**src/rtl/evtarb_pkg.sv**
```systemverilog
package evtarb_pkg;
    typedef enum logic [1:0] {
        CMB_OR    = 2'b00,
        CMB_MATCH = 2'b01,
        CMB_PIN   = 2'b10,
        CMB_AND   = 2'b11
    } comb_e;

    typedef enum logic [1:0] {
        PIN_LOW  = 2'b00,
        PIN_RISE = 2'b01,
        PIN_FALL = 2'b10,
        PIN_HIGH = 2'b11
    } pin_e;

    typedef enum logic [1:0] {
        DIR_ANY  = 2'b00,
        DIR_UP   = 2'b01,
        DIR_DOWN = 2'b10,
        DIR_ANY2 = 2'b11
    } dirq_e;
endpackage

```
**src/rtl/evtarb_cond.sv**
```systemverilog
module evtarb_cond
    import evtarb_pkg::*;
#(
    parameter int MSKW   = 8,
    parameter int STW    = 5,
    parameter int NMATCH = 16,
    parameter int NIO    = 4,
    localparam int MIW   = $clog2(MSKW),
    localparam int MSW   = $clog2(NMATCH),
    localparam int IOW   = $clog2(NIO)
) (
    input  logic              clk,
    input  logic              rst_n,
    input  logic [STW-1:0]    st,
    input  logic              halted,
    input  logic              running,
    input  logic              bidir,
    input  logic              down,
    input  logic [NMATCH-1:0] match,
    input  logic [NIO-1:0]    in_now,
    input  logic [NIO-1:0]    in_was,
    input  logic [NIO-1:0]    out_now,
    input  logic [NIO-1:0]    out_was,
    input  logic [MSKW-1:0]   mask,
    input  logic [MSW-1:0]    msel,
    input  logic              iosel,
    input  logic [IOW-1:0]    iopin,
    input  logic [1:0]        iocond,
    input  logic [1:0]        comb,
    input  logic [1:0]        dirq,
    output logic              fire
);
    logic mask_ok, mhit, now, was, phit, cond, dir_ok;

    always_comb begin
        mask_ok = (st < STW'(MSKW)) && mask[st[MIW-1:0]];
        mhit    = running && match[msel];
        now     = iosel ? out_now[iopin] : in_now[iopin];
        was     = iosel ? out_was[iopin] : in_was[iopin];

        unique case (pin_e'(iocond))
            PIN_LOW:  phit = !now;
            PIN_RISE: phit = now && !was;
            PIN_FALL: phit = !now && was;
            PIN_HIGH: phit = now;
            default:  phit = 1'b0;
        endcase

        unique case (comb_e'(comb))
            CMB_OR:    cond = mhit || phit;
            CMB_MATCH: cond = mhit;
            CMB_PIN:   cond = phit;
            CMB_AND:   cond = mhit && phit;
            default:   cond = 1'b0;
        endcase

        if (!bidir) begin
            dir_ok = 1'b1;
        end else begin
            unique case (dirq_e'(dirq))
                DIR_UP:   dir_ok = !down;
                DIR_DOWN: dir_ok = down;
                DIR_ANY, DIR_ANY2: dir_ok = 1'b1;
                default:  dir_ok = 1'b1;
            endcase
        end

        fire = mask_ok && !halted && cond && dir_ok;
    end


    zero_mask_chk: assert property (@(posedge clk) disable iff (!rst_n)
        (mask == '0) |-> !fire);


    halted_quiet_chk: assert property (@(posedge clk) disable iff (!rst_n)
        halted |-> !fire);


    idle_match_chk: assert property (@(posedge clk) disable iff (!rst_n)
        (!running && comb == 2'b01) |-> !fire);
endmodule

```
**src/rtl/evtarb_next.sv**
```systemverilog
module evtarb_next #(
    parameter int NEVT = 8,
    parameter int STW  = 5
) (
    input  logic [NEVT-1:0]     hit,
    input  logic [NEVT*STW-1:0] stval,
    input  logic [NEVT-1:0]     stload,
    input  logic [STW-1:0]      cur,
    output logic [STW-1:0]      nxt
);
    always_comb begin
        nxt = cur;
        for (int e = 0; e < NEVT; e++) begin
            if (hit[e]) begin
                nxt = stload[e] ? stval[e*STW +: STW] : cur + stval[e*STW +: STW];
            end
        end
    end
endmodule

```
**src/rtl/tmr_evt_arbiter.sv**
```systemverilog
module tmr_evt_arbiter #(
    parameter int NEVT   = 8,
    parameter int MSKW   = 8,
    parameter int STW    = 5,
    parameter int NMATCH = 16,
    parameter int NIO    = 4,
    localparam int MSW   = $clog2(NMATCH),
    localparam int IOW   = $clog2(NIO)
) (
    input  logic                 clk,
    input  logic                 rst_n,
    input  logic                 unify,
    input  logic                 halt_l,
    input  logic                 halt_h,
    input  logic                 run_l,
    input  logic                 run_h,
    input  logic                 bidir_l,
    input  logic                 bidir_h,
    input  logic                 down_l,
    input  logic                 down_h,
    input  logic [NMATCH-1:0]    match_l,
    input  logic [NMATCH-1:0]    match_h,
    input  logic [NIO-1:0]       io_in,
    input  logic [NIO-1:0]       io_out,
    input  logic [NEVT*MSKW-1:0] ev_mask,
    input  logic [NEVT*MSW-1:0]  ev_msel,
    input  logic [NEVT-1:0]      ev_hsel,
    input  logic [NEVT-1:0]      ev_iosel,
    input  logic [NEVT*IOW-1:0]  ev_iopin,
    input  logic [NEVT*2-1:0]    ev_iocond,
    input  logic [NEVT*2-1:0]    ev_comb,
    input  logic [NEVT*2-1:0]    ev_dirq,
    input  logic [NEVT*STW-1:0]  ev_stval,
    input  logic [NEVT-1:0]      ev_stload,
    output logic [NEVT-1:0]      ev_fire,
    output logic [STW-1:0]       state_l,
    output logic [STW-1:0]       state_h
);
    logic [NIO-1:0]  in_q, out_q;
    logic [STW-1:0]  st_l, st_h, nx_l, nx_h;
    logic [NEVT-1:0] side_h, fire;

    always_ff @(posedge clk or negedge rst_n) begin
        if (!rst_n) begin
            in_q  <= '0;
            out_q <= '0;
            st_l  <= '0;
            st_h  <= '0;
        end else begin
            in_q  <= io_in;
            out_q <= io_out;
            st_l  <= nx_l;
            st_h  <= nx_h;
        end
    end

    for (genvar e = 0; e < NEVT; e++) begin : g_evt
        assign side_h[e] = !unify && ev_hsel[e];

        evtarb_cond #(
            .MSKW(MSKW), .STW(STW), .NMATCH(NMATCH), .NIO(NIO)
        ) u_cond (
            .clk     (clk),
            .rst_n   (rst_n),
            .st      (side_h[e] ? st_h    : st_l),
            .halted  (side_h[e] ? halt_h  : halt_l),
            .running (side_h[e] ? run_h   : run_l),
            .bidir   (side_h[e] ? bidir_h : bidir_l),
            .down    (side_h[e] ? down_h  : down_l),
            .match   (side_h[e] ? match_h : match_l),
            .in_now  (io_in),
            .in_was  (in_q),
            .out_now (io_out),
            .out_was (out_q),
            .mask    (ev_mask[e*MSKW +: MSKW]),
            .msel    (ev_msel[e*MSW +: MSW]),
            .iosel   (ev_iosel[e]),
            .iopin   (ev_iopin[e*IOW +: IOW]),
            .iocond  (ev_iocond[e*2 +: 2]),
            .comb    (ev_comb[e*2 +: 2]),
            .dirq    (ev_dirq[e*2 +: 2]),
            .fire    (fire[e])
        );
    end

    evtarb_next #(.NEVT(NEVT), .STW(STW)) u_next_l (
        .hit    (fire & ~side_h),
        .stval  (ev_stval),
        .stload (ev_stload),
        .cur    (st_l),
        .nxt    (nx_l)
    );

    evtarb_next #(.NEVT(NEVT), .STW(STW)) u_next_h (
        .hit    (fire & side_h),
        .stval  (ev_stval),
        .stload (ev_stload),
        .cur    (st_h),
        .nxt    (nx_h)
    );

    assign ev_fire = fire;
    assign state_l = st_l;
    assign state_h = st_h;


    hold_chk: assert property (@(posedge clk) disable iff (!rst_n)
        (fire == '0) |=> ($stable(st_l) && $stable(st_h)));


    unify_hold_chk: assert property (@(posedge clk) disable iff (!rst_n)
        unify |=> $stable(st_h));


    top_load_chk: assert property (@(posedge clk) disable iff (!rst_n)
        (fire[NEVT-1] && !side_h[NEVT-1] && ev_stload[NEVT-1])
        |=> (st_l == $past(ev_stval[(NEVT-1)*STW +: STW])));
endmodule

```
**config.mk**
```make
export PLATFORM = sky130hd
export DESIGN_NAME = tmr_evt_arbiter
export DESIGN_NICKNAME = d
export VERILOG_FILES = /design/src/rtl/evtarb_pkg.sv /design/src/rtl/evtarb_cond.sv /design/src/rtl/evtarb_next.sv /design/src/rtl/tmr_evt_arbiter.sv
export SDC_FILE = /design/constraint.sdc
export NUM_CORES = 1
export LEC_CHECK = 0
export CAP_MARGIN = 20
export CORE_ASPECT_RATIO = 1.25
export CORE_MARGIN = 4
export CORE_UTILIZATION = 52
export CTS_BUF_LIST = sky130_fd_sc_hd__clkbuf_8
export DETAILED_ROUTE_END_ITERATION = 16
export PLACE_DENSITY = 0.84
export SLEW_MARGIN = 0
export SYNTH_ARGS = -nofsm -noshare
export SYNTH_HDL_FRONTEND = slang
export SYNTH_SLANG_ARGS = --single-unit
```
**constraint.sdc**
```tcl
create_clock -name clk -period 6.6 [get_ports clk]
set_input_delay 1.32 -clock clk [delete_from_list [all_inputs] [get_ports clk]]
set_output_delay 1.32 -clock clk [all_outputs]
set_load 0.01 [all_outputs]
```
# ---- Yosys cells after proc, flatten, opt, wreduce, memory -nomap -nowiden
# Index checks and enable logic that the tools add are counted.
# W data, S select, Z words.
dict set report word_totals {
  rom_bits 0
  ff_bits 18
  mem_count 0
  input_bits 275
  wordCells 498
  out_inout_bits 18
  ram_bits 0
  latch_bits 0
}
dict set report classes {
  multipliers 0
  eq_ne 72
  addsub 16
  magnitude_cmp 32
  div 0
  n_shift 0
  muxes 224
  reduce_logical 147
  bitwise 3
}
# cell count
set op_table {}
lappend op_table {{$mux W5} 40}
lappend op_table {{$mux W16} 8}
lappend op_table {{$mux W1} 104}
lappend op_table {{$eq A2 B2 Y1 const B} 48}
lappend op_table {{$add A5 B5 Y5} 16}
lappend op_table {{$logic_and A1 B1 Y1} 72}
lappend op_table {{$bmux W1 S2} 32}
lappend op_table {{$pmux W1 S4} 16}
lappend op_table {{$eq A2 B1 Y1 const B} 24}
lappend op_table {{$logic_not A2 Y1} 24}
lappend op_table {{$lt A4 B5 Y1 const B} 8}
lappend op_table {{$lt A5 B4 Y1 const B} 8}
lappend op_table {{$logic_not A1 Y1} 33}
lappend op_table {{$bmux W1 S4} 8}
lappend op_table {{$lt A3 B4 Y1 const B} 8}
lappend op_table {{$bmux W1 S3} 8}
lappend op_table {{$lt A2 B3 Y1 const B} 8}
lappend op_table {{$pmux W1 S3} 8}
lappend op_table {{$and A8 B8 Y8} 2}
lappend op_table {{$reduce_bool A8 Y1} 2}
lappend op_table {{$reduce_or A2 Y1} 8}
lappend op_table {{$logic_or A1 B1 Y1} 8}
lappend op_table {{$not A8 Y8} 1}

# ---- Depth between registers and ports, before layout
dict set report logic_depth {
  word_depth 19
  mapped_depth 15
  mapped_depth_nobuf 13
}

# ---- Hierarchy
# A second synthesis with hierarchy kept.
dict set report hier_totals {
  cells_unflattened 1165
  area_unflattened_um2 11584.9
}
# module area_per_inst_um2 seq_area_each_um2 n_inst cells_each
set modules_own_cells {}
lappend modules_own_cells {tmr_evt_arbiter 3773.6 450.4 1 274}
lappend modules_own_cells {evtarb_cond 461.7 0.0 8 39}
lappend modules_own_cells {{evtarb_next (u_next_l)} 2074.5 0.0 1 291}
lappend modules_own_cells {{evtarb_next (u_next_h)} 2043.2 0.0 1 288}

# ---- Worst setup path before layout
# Ideal clock, no wire load.
dict set report synth_timing {
  path_kind {input port to output port}
  startpoint {in unify}
  endpoint {out ev_fire[0]}
  stages 11
  arrival_ns 3.429
  path_buffers 4
  required_time_ns 5.280
  setup_slack_ns 1.851
  path_cell_list {buf_4 > nor2b_1 > buf_2 > clkbuf_1 > nand2_1 > a31o_2 > a2111o_1 > a221o_1 > a21oi_1 > and2_1 > buf_4}
}
dict set report synth_via {
  elab_chain_len 10
  word_cells_on_any_way 25
  classes_between {order compare (1); mux (13); reduce/logical (11)}
}
# item line
set synth_rtl {}
lappend synth_rtl {{start: declaration} tmr_evt_arbiter.sv:12} ;# input logic unify,
lappend synth_rtl {{$logic_not A1 Y1 *} tmr_evt_arbiter.sv:58} ;# assign side_h[e] = !unify && ev_hsel[e];
lappend synth_rtl {{$logic_and A1 B1 Y1 *} tmr_evt_arbiter.sv:58}
lappend synth_rtl {{$mux W16} tmr_evt_arbiter.sv:70} ;# .match (side_h[e] ? match_h : match_l),
lappend synth_rtl {{$bmux W1 S4} evtarb_cond.sv:37} ;# mhit = running && match[msel];
lappend synth_rtl {{$mux W1 (implied by the code)} evtarb_cond.sv:37}
lappend synth_rtl {{$logic_and A1 B1 Y1} evtarb_cond.sv:37}
lappend synth_rtl {{$logic_and A1 B1 Y1 or $logic_or A1 B1 Y1 (tied branches)} {evtarb_cond.sv:53, evtarb_cond.sv:50}}
lappend synth_rtl {{$pmux W1 S4} evtarb_cond.sv:49} ;# unique case (comb_e'(comb))
lappend synth_rtl {{$logic_and A1 B1 Y1} evtarb_cond.sv:68} ;# fire = mask_ok && !halted && cond && dir_ok;
lappend synth_rtl {{$logic_and A1 B1 Y1 *} evtarb_cond.sv:68}
lappend synth_rtl {{end: declaration} tmr_evt_arbiter.sv:35} ;# output logic [NEVT-1:0] ev_fire,
# Mark *: on every way between the ends. The rest lies on a longest branch, timed or not. The select of a mux whose other input is x is not followed.

# ---- Worst setup path after layout
dict set report layout_timing {
  startpoint {in unify}
  endpoint {out ev_fire[2]}
}
# Same word-level chain as after synthesis.

==> summary.md <==
| Metric | Value |
|---|---|
| Total negative slack | `0 ps` |
| Buffers on Ports | `between 200 and 300` |
| Critical path, cell by cell | `clkdlybuf4s50_1 > buf_12 > nand2b_1 > buf_4 > a2111oi_0 > o41ai_1 > a21oi_1 > o41ai_4 > nand2_1 > a21oi_1 > clkdlybuf4s50_1` |
| Crit Path Max Fanout | `29` |
| Gr usage total | `around two fifths` |
| Die height | `approximately 170 um` |
| Seq. cell area | `roughly 450 um2` |
| Sequential share of the synthesized area | `roughly 4.3%` |
| Critical path class | `input pin to output pin` |
| Multi-input logic area | `about 9300 um2` |
| DR vias | `12200` |
| Highest-delay cell along the critical path | `clkdlybuf4s50_1` |
| Pwr dens | `between 150 and 200 nW/um2` |
| Clk_skew | `roughly 5.8 ps` |
| EDFF count, synth | `0` |
| Crit path capture type | `output pin` |
| Max-cap violations | `0` |
| Nets | `~1900` |
| Latest clock arrival within the worst-skew pair | `around 260 ps` |
| Critical path required time | `~5300 ps` |
| TritonCTS clock tree | `yes` |
| Slew Viols, Final | `0` |
| ANT nets after route | `0` |
| #FFs+latches synth | `18` |
| Clock root buffer | `clkbuf_8` |
| Netlist Area Pre-Place | `~10000 um2` |
| DR WL/cell | `around 26 um` |
| Final Hold Slack | `between 700 and 800 ps` |
| Diode count | `0` |
| Row cnt | `57` |
| Startpoint types | `input pin` |
| Final min period | `between 6000 and 7000 ps` |
| Arr. time, crit path | `4850 ps` |
| CTS Buf Count | `3` |
| Via/cell ratio | `6.90` |
| Hold Crit Class | `flip-flop to flip-flop` |
| Synth cell types | `84` |
| Post-CTS setup buffers | `0` |
| Maximum VDD drop | `~0.15 mV` |
| Final WL | `around 45 mm` |
| Syn avg cell area | `8.36 um2` |
| CP delay by family, top | `buffers and inverters` |
| Total congestion overflow | `0` |
| Sink Count | `18` |
| Gpl congestion | `about 1.1` |
| Buf+Inv Stages, Crit Path | `4` |
| Vias in the first global route | `about 12000` |
| # DRC | `0` |
| Core Footprint | `between 15000 and 20000 um2` |
| CTS resizes | `0` |
| Layout area overhead | `31.5%` |
| Largest net degree at the start of global routing | `30` |
| Synth Instances | `~1200` |
| Fill count | `1635` |
| Area leader, netlist | `mux4_2` |
| RSZ-0062 raised after global routing | `false` |
| Top cells by area, synth | `mux4_2 (15%), ha_1 (9.6%), mux2i_1 (8.6%), mux2_2 (4.6%), xor2_1 (4.6%)` |
| First-pass GRT wire length | `~68 mm` |
| Io pins | `approximately 300` |
| Measured slew at the worst slew-check pin | `approximately 920 ps` |
| Fin crit share | `93.5%` |
| FMAX | `0.162 GHz` |
| Iter 0 DRT Violations | `approximately 1400` |
| Pre-antenna DRT Iters | `6` |
| Lkg Pwr | `5.86 nW` |
| Initial Util | `a little over half` |
| Crit-path max cell delay | `around 600 ps` |
| Relative slew slack | `38.7%` |
| Yosys Warn Count | `0` |
| Share of layout cells above drive strength 1 | `between 10% and 20%` |
| Status | `finished clean` |
| CTS clk-pin slew, worst paths | `approximately 80 ps` |
| Ys flop type | `dfrtp_1` |
| Hold_buf cts | `0` |
| Async set-reset flop share out of synthesis | `100%` |
| Die Width | `between 100 and 150 um` |
| Die ar. | `~22000 um2` |
| Initial antenna violation count | `1` |
| Post-synth top area share | `approximately 15%` |
| Setup violators final | `0` |
| DP Wirelength | `about 36 mm` |
| Mapped Nets | `1615` |
| H-tree levels | `1` |
| Hold Fails Final Rpt | `0` |
| Max Root-Sink Buffers | `2` |
cells in the final DEF, fill, tap and decap left out, types with 12 or more instances in the layout:
cell,n
a2111oi_0,14
a211o_1,14
a211oi_1,55
a21o_1,35
a21oi_1,74
and3_1,12
and3b_1,42
buf_4,44
clkdlybuf4s50_1,292
dfrtp_1,18
fa_1,16
ha_1,80
inv_1,74
mux2_2,42
mux2i_1,89
mux4_2,68
nand2_1,85
nand2b_1,26
nand3_1,20
nor2_1,62
nor2b_1,20
nor3_1,12
o211ai_1,17
o21ai_0,58
xor2_1,54
worst reg2reg max path, cell delays in order (launching register included):
cell      delay [ps]
dfrtp_1          890
buf_4            390
mux2_2           290
mux2i_1          380
o21ai_0          150
o211ai_1         170
or4_1            420
o211ai_2         210
nor4_4           620
a21oi_1           90
a311o_1          370
flip-flops by register name, indices dropped and copies added (netlist names):
name and flops:
out_q 4, state_h 5, state_l 5, in_q 4
where the power goes:
| group | total [W] | switching, W | internal, W |
|---|---|---|---|
| clock | 0.0000957 | 0.0000426 | 0.0000532 |
| combinational | 0.00233 | 0.00126 | 0.00107 |
| sequential | 0.000255 | 0.000118 | 0.000137 |
cell usage after synthesis, types with 4 or more instances:
library cell,n
a2111oi_0,14
nor2b_1,21
nand2_1,85
a221oi_1,6
o21ai_0,58
or3_1,6
and2_1,9
o22ai_1,5
and3b_1,42
mux4_2,68
nand3_1,20
inv_1,74
and3_1,12
a22oi_1,7
clkbuf_1,43
buf_1,5
a211oi_1,55
mux2i_1,89
fa_1,16
a2bb2oi_1,4
o211ai_1,17
nand2b_1,26
a211o_1,14
o31ai_1,7
xor2_1,54
nor4_1,4
a21oi_1,74
nor2_1,62
buf_2,20
buf_4,12
a31oi_1,9
a311o_1,4
xnor2_1,10
mux2_2,42
dfrtp_1,18
a21o_1,35
o41ai_1,9
ha_1,80
nor3_1,12
nand4_1,7
nand3b_1,10
stage by stage:
step	power [W]	util, %	setup WS [ps]	instances	area, um2
after global routing	0.00289	69.9	261	1768	13700
after detailed placement	0.00253	69.6	538	1764	13600
after global placement	0.00247	69.6	549	1764	13600
after CTS	0.00263	69.9	504	1768	13700
final	0.00268	69.9	431	1768	13700
after floorplan	0.00170	-	1850	1244	10400
kinds of logic after synthesis:
kind of cell | Yosys count | synth area share [%]
xor gates and xnor gates | 64 | 5.39
DFF | 18 | 4.33
muxes | 199 | 27.9
AOI/OAI and AO/OA | 374 | 25.4
adders and majority gates | 96 | 12.7
and+or+nand+nor | 336 | 17.9
buffers and inverters | 157 | 6.49
metal layers:
layer	vias to the layer above	share of wire, %	global-route usage, %	routed length, um
li1	5316	-	-	-
met1	5730	35	45.1	15700
met2	909	46	63.7	20700
met3	246	11	8.09	4880
met4	2	8.4	26.7	3790
met5	-	0.029	0	13
worst paths after layout:
check / end / cells after the start / startpoint / slack [ps]
setup / recovery: ev_fire[2] / 11 / unify / 430
hold / removal: state_h[4] / 2 / state_h[4] / 730
setup reg to reg: state_h[4] / 10 / state_h[0] / 2520
hold reg to reg: state_h[4] / 2 / state_h[4] / 730
max in group asynchronous: state_h[0] / 1 / rst_n / 4470
min in group asynchronous: state_h[4] / 1 / rst_n / 1570
final cells by class:
cell class              count  share of cell area [%]
well taps                 265                    2.43
flip-flops and latches     18                    3.30
repair buffers            337                    24.0
clock buffers               4                   0.403
multi-input cells        1069                    67.9
inverters                  75                    2.06
No activity file was read; power rests on OpenSTA's default activity.
